File: src/rtl/spi_fe_pkg.sv
package spi_fe_pkg;

    localparam int FRAME_W = 8;

    // framing progress within one chip-select window
    typedef struct packed {
        logic started;     // a rising edge has been accepted
        logic first_done;  // the command byte has completed
    } rx_flags_t;

    // what the transmit path is told to do at a falling edge
    typedef enum logic [1:0] {
        TX_IDLE  = 2'b00,
        TX_SHIFT = 2'b01,
        TX_LOAD  = 2'b10
    } tx_op_e;

    function automatic int last_bit(input int width);
        return width - 1;
    endfunction

    function automatic tx_op_e pick_tx_op(input logic enable,
                                          input logic started,
                                          input logic boundary);
        if (!enable || !started) return TX_IDLE;
        if (boundary)            return TX_LOAD;
        return TX_SHIFT;
    endfunction

endpackage

File: src/rtl/spi_fe_gate.sv
module spi_fe_gate (
    input  logic cs_n,
    input  logic hold_n,
    output logic shift_en,
    output logic so_oe
);
    // edges count only when not paused; output drives only while selected and not paused
    assign shift_en = hold_n;
    assign so_oe    = ~cs_n & hold_n;
endmodule

File: src/rtl/spi_fe_rx.sv
module spi_fe_rx
    import spi_fe_pkg::*;
#(
    parameter int DATA_W = FRAME_W
) (
    input  logic              sck,
    input  logic              cs_n,
    input  logic              shift_en,
    input  logic              si,
    output logic [DATA_W-1:0] rx_byte,
    output logic              rx_valid,
    output logic              rx_cmd,
    output logic              tx_req,
    output logic              started,
    output logic              boundary
);
    localparam int CNT_W = (DATA_W > 1) ? $clog2(DATA_W) : 1;
    localparam logic [CNT_W-1:0] LAST = CNT_W'(last_bit(DATA_W));

    logic [CNT_W-1:0]  bit_cnt;
    logic [DATA_W-1:0] sreg;
    rx_flags_t         flags;
    logic [DATA_W-1:0] next_sreg;
    logic              at_last;

    assign next_sreg = {sreg[DATA_W-2:0], si};
    assign at_last   = (bit_cnt == LAST);

    always_ff @(posedge sck or posedge cs_n) begin
        if (cs_n) begin
            bit_cnt  <= '0;
            sreg     <= '0;
            flags    <= '0;
            rx_byte  <= '0;
            rx_valid <= 1'b0;
            rx_cmd   <= 1'b0;
            tx_req   <= 1'b0;
        end else if (shift_en) begin
            flags.started <= 1'b1;
            sreg          <= next_sreg;
            rx_valid      <= at_last;
            tx_req        <= at_last;
            rx_cmd        <= at_last & ~flags.first_done;
            if (at_last) begin
                bit_cnt          <= '0;
                rx_byte          <= next_sreg;
                flags.first_done <= 1'b1;
            end else begin
                bit_cnt <= bit_cnt + 1'b1;
            end
        end
    end

    assign started  = flags.started;
    assign boundary = flags.started & (bit_cnt == '0);


    valid_align_chk: assert property (@(posedge sck) disable iff (cs_n)
        rx_valid |-> (bit_cnt == '0));


    valid_pulse_chk: assert property (@(posedge sck) disable iff (cs_n)
        (rx_valid && shift_en) |=> !rx_valid);


    cmd_with_valid_chk: assert property (@(posedge sck) disable iff (cs_n)
        rx_cmd |-> rx_valid);


    hold_freeze_chk: assert property (@(posedge sck) disable iff (cs_n)
        !shift_en |=> ($stable(bit_cnt) && $stable(sreg)));

endmodule

File: src/rtl/spi_fe_tx.sv
module spi_fe_tx
    import spi_fe_pkg::*;
#(
    parameter int DATA_W = FRAME_W
) (
    input  logic              sck,
    input  logic              cs_n,
    input  logic              shift_en,
    input  logic              started,
    input  logic              boundary,
    input  logic [DATA_W-1:0] tx_byte,
    output logic              so
);
    logic [DATA_W-1:0] tsreg;
    tx_op_e            op;

    assign op = pick_tx_op(shift_en, started, boundary);

    always_ff @(negedge sck or posedge cs_n) begin
        if (cs_n) begin
            tsreg <= '0;
        end else begin
            case (op)
                TX_LOAD:  tsreg <= tx_byte;
                TX_SHIFT: tsreg <= {tsreg[DATA_W-2:0], 1'b0};
                default:  tsreg <= tsreg;
            endcase
        end
    end

    assign so = tsreg[DATA_W-1];


    lead_fall_chk: assert property (@(negedge sck) disable iff (cs_n)
        !started |=> (tsreg == '0));


    tx_hold_chk: assert property (@(negedge sck) disable iff (cs_n)
        !shift_en |=> $stable(tsreg));

endmodule

File: src/rtl/spi_slave_fe.sv
module spi_slave_fe
    import spi_fe_pkg::*;
#(
    parameter int DATA_W = FRAME_W
) (
    input  logic              cs_n,
    input  logic              sck,
    input  logic              si,
    input  logic              hold_n,
    output logic              so,
    output logic              so_oe,
    input  logic [DATA_W-1:0] tx_byte,
    output logic              tx_req,
    output logic [DATA_W-1:0] rx_byte,
    output logic              rx_valid,
    output logic              rx_cmd
);
    logic shift_en;
    logic started;
    logic boundary;

    spi_fe_gate u_gate (
        .cs_n     (cs_n),
        .hold_n   (hold_n),
        .shift_en (shift_en),
        .so_oe    (so_oe)
    );

    spi_fe_rx #(.DATA_W(DATA_W)) u_rx (
        .sck      (sck),
        .cs_n     (cs_n),
        .shift_en (shift_en),
        .si       (si),
        .rx_byte  (rx_byte),
        .rx_valid (rx_valid),
        .rx_cmd   (rx_cmd),
        .tx_req   (tx_req),
        .started  (started),
        .boundary (boundary)
    );

    spi_fe_tx #(.DATA_W(DATA_W)) u_tx (
        .sck      (sck),
        .cs_n     (cs_n),
        .shift_en (shift_en),
        .started  (started),
        .boundary (boundary),
        .tx_byte  (tx_byte),
        .so       (so)
    );


    req_with_valid_chk: assert property (@(posedge sck) disable iff (cs_n)
        tx_req |-> rx_valid);

endmodule

File: config.mk
export PLATFORM = sky130hd
export DESIGN_NAME = spi_slave_fe
export DESIGN_NICKNAME = d
export VERILOG_FILES = /design/src/rtl/spi_fe_pkg.sv /design/src/rtl/spi_fe_gate.sv /design/src/rtl/spi_fe_rx.sv /design/src/rtl/spi_fe_tx.sv /design/src/rtl/spi_slave_fe.sv
export SDC_FILE = /design/constraint.sdc
export NUM_CORES = 1
export LEC_CHECK = 0
export ABC_CLOCK_PERIOD_IN_PS = 1600
export BUFFER_PORTS_ARGS = -buffer_cell sky130_fd_sc_hd__buf_2
export CAP_MARGIN = 20
export CORE_MARGIN = 2
export CORE_UTILIZATION = 53
export DETAILED_ROUTE_END_ITERATION = 12
export PLACE_DENSITY = 0.85
export SYNTH_ARGS = -nofsm -noshare
export SYNTH_HDL_FRONTEND = slang
export SYNTH_HIERARCHICAL = 1
export SYNTH_SLANG_ARGS = --single-unit
File: constraint.sdc
create_clock -name sck -period 1.6 [get_ports sck]
set_clock_uncertainty 0.15 [all_clocks]
set_input_delay 0.16 -clock sck [delete_from_list [all_inputs] [get_ports sck]]
set_output_delay 0.16 -clock sck [all_outputs]
set_load 0.005 [all_outputs]
==> flow_summary.json <==
{
  "status": "finished with violations",
  "violations": "negative setup slack",
  "antenna_found_initial": 0,
  "port_buffers": 24,
  "diodes": 0,
  "drive_gt1_share_pct": 57.75,
  "ys.flop_type": "dfrtp_1",
  "grt_pass1_vias": 855,
  "synth_fp_nets": 117,
  "clk_pin_slew_worst_paths_ps": 100,
  "synth_seq_area_share_pct": 55.45,
  "synthMostInstantiatedCell": "dfrtp_1",
  "yosys_warnings": 6,
  "pwr-share-seq_pct": 39.0,
  "grt_max_degree": 23,
  "gp_congestion": 0.7356,
  "drt-initial-drc-count": 7,
  "vdd_ir_drop_max_v": 0.001358,
  "synth.avg_cell_area_um2": 13.40,
  "numCtsBuffers": 5,
  "coreArea_um2": 2455,
  "power_density_nw_per_um2": 1735,
  "dr.pass1.iters": 4,
  "synthTopCellsByArea": "dfrtp_1, dfrtn_1, mux2_2",
  "end_kind": "flop",
  "drc": 0,
  "htree_levels": 2,
  "final_cell_area_um2": 1772,
  "power_w": 0.003074,
  "slew_viol_final": 0,
  "synth.top_cell.area_share_pct": 40.67,
  "postPlaceCellArea_um2": 1506,
  "die_y_um": 54.54,
  "startpoint_type": "flop",
  "layout_setup_ws_ps": -825.5,
  "start_util_pct": 55.15,
  "r2r_start": "u_rx/bit_cnt[1]",
  "rows": 18,
  "use_met1_pct": 24.23,
  "max_slew_margin_pct": 79.23,
  "routed_wl_mm": 2.715,
  "r2r-end": "u_tx/tsreg[1]",
  "rsz0062_at_grt": "yes",
  "cp_slowest_cell": "dfrtp_1",
  "ys_seq_elements": 30,
  "total_switching_power_w": 0.0008861,
  "cp.arrival_ps": 1650,
  "grtUsageMet3_pct": 5.738,
  "yosysTopAreaCell": "dfrtp_1",
  "die_area_um2": 2975,
  "synthArstFlopShare_pct": 100.0,
  "worst_pin_slew_ps": 311.2,
  "combPwrFrac_pct": 34.9,
  "worst_hold_path_type": "input port to async pin",
  "synth-edff-count": 0,
  "met2_usage_pct": 31.93,
  "synth_common_cells": "dfrtp_1, mux2_2, dfrtn_1",
  "r2r_slack_ps": -830,
  "worstPathRequired_ps": 830,
  "syn_area_um2": 1354,
  "vias": 906,
  "grt_busiest_layer": "met2",
  "io_pins": 25,
  "ant_nets": 0,
  "clkSinkCount": 30,
  "clkPwrFrac_pct": 26.1,
  "die_x_um": 54.54,
  "cts_tree": "done",
  "fin_nets": 157,
  "dp.final_hpwl_mm": 1.563,
  "routed_via_density": 5.267,
  "critPathKind": "flop to flop",
  "intPower_w": 0.002187,
  "critPathBufInv": 1,
  "grt_pass1_wl_mm": 3.891,
  "worstPathCellList": "inv_2, ha_4, and3b_2, mux2i_1, a21oi_2",
  "maxCapViolations": 0,
  "wl_per_cell_um": 15.78,
  "synth_cell_type_count": 24,
  "switching_share_pct": 28.83,
  "power_leakage_nw": 0.8483,
  "crit_family": "flip-flops",
  "area_delta_synth_final_pct": 30.87,
  "clk_path_buf_depth": 2,
  "setup-violations-final": 18,
  "reg2reg_depth": 5,
  "clk-insertion-delay-late_ps": 330,
  "cp_max_fo": 8,
  "netlist_instances": 101,
  "gr-total-overflow": 0,
  "hold_viol": 0,
  "grt_usage_pct": 19.30,
  "clockRootBuffer": "clkbuf_4",
  "crit_path_max_incr_delay_ps": 410
}
## power groups by stage
stage                     Combinational, W  Sequential (W)  Clock, W
after global routing               0.00117         0.00123  0.000849
after global placement            0.000772         0.00117         0
after floorplan                   0.000522         0.00118         0
after detailed placement          0.000812         0.00118         0
after CTS                         0.000918         0.00117  0.000803
final                              0.00107         0.00120  0.000803
## cell families (layout without fill, tap and decap cells)
kind of cell	after synthesis	count (layout)	synth area share [%]
simple gates	10	11	5.731
flops	30	30	55.45
mux	23	23	18.48
compound gates	19	19	9.334
buf+inv	15	55	7.301
fa+ha+maj	4	4	3.697
## worst max path at each step
stage	startpoint	endpoint	slack, ps	cells after the start
detailed placement	u_rx/bit_cnt[0]	u_tx/tsreg[1]	-910	5
floorplan	u_rx/bit_cnt[0]	u_tx/tsreg[1]	-630	6
global route	u_rx/bit_cnt[1]	u_tx/tsreg[4]	-910	5
CTS	u_rx/bit_cnt[1]	u_tx/tsreg[3]	-770	5
finish	u_rx/bit_cnt[1]	u_tx/tsreg[1]	-830	5
global placement	u_rx/bit_cnt[0]	u_tx/tsreg[7]	-820	5
## timing repair
action                                 in CTS  in global routing
pin swaps                                   4                  9
gates cloned                                1                  0
resized for setup                           7                 14
setup endpoints to repair                  18                 18
buffers inserted                            5                  3
endpoints found under the hold margin      24                  0
hold buffers                                2                  0
## worst min-delay path: cells and delay by family
family,cells,cell delay (ps)
buffers and inverters,4,1000
## layout by cell type, fill, tap and decap left out
master         instances
buf_2                 24
dfrtp_1               22
buf_4                 13
mux2_2                 8
mux2_4                 8
dfrtn_1                8
a21oi_1                7
a21oi_2                7
mux2i_1                6
clkbuf_4               5
inv_1                  5
ha_4                   3
bufinv_16              2
dlygate4sd3_1          2
inv_2                  2
nand2_1                2
o21ai_0                2
clkbuf_8               1
nand2_4                1
nor2b_4                1
or3b_1                 1
o21ai_1                1
nand2_8                1
and3b_2                1
nand2b_1               1
or2_2                  1
o22ai_1                1
ha_1                   1
buf_6                  1
and2_4                 1
mux2i_2                1
nand4_1                1
o21ai_2                1
## state kept, by name, summed over array words and instances (netlist names)
signal        flops
u_rx/rx_byte      8
u_tx/tsreg        8
u_rx/sreg         7
u_rx/bit_cnt      3
u_rx/flags        1
u_rx/rx_cmd       1
u_rx/started      1
u_rx/tx_req       1
## metal layers
layer,wire length [um],vias up
met3,128,6
met1,1155,448
met5,0,-
met4,40,0
met2,1391,27
li1,-,425
## cell type report
| type | instances | area [um2] |
|---|---|---|
| Clock buffer | 6 | 51.30 |
| Clock inverter | 2 | 60.06 |
| Fill cell | 155 | 683.2 |
| Inverter | 7 | 26.28 |
| Multi-Input combinational cell | 57 | 596.8 |
| Sequential cell | 30 | 750.7 |
| Tap cell | 30 | 37.54 |
| Timing Repair Buffer | 40 | 249.0 |
## metrics by stage
stage | setup WS [ps] | TNS [ps] | util, % | cells | hold slack (ps)
finish | -825.5 | -7197 | 72.17 | 172 | 290.2
floorplan | -630.9 | -4927 | - | 101 | -0.7741
global placement | -824.3 | -6820 | 61.37 | 156 | 89.37
detailed placement | -911.7 | -7825 | 61.37 | 156 | 99.06
global route | -905.6 | -8227 | 72.17 | 172 | 308.9
CTS | -770.4 | -6261 | 69.11 | 170 | 275.4
No activity file was read; power rests on OpenSTA's default activity.
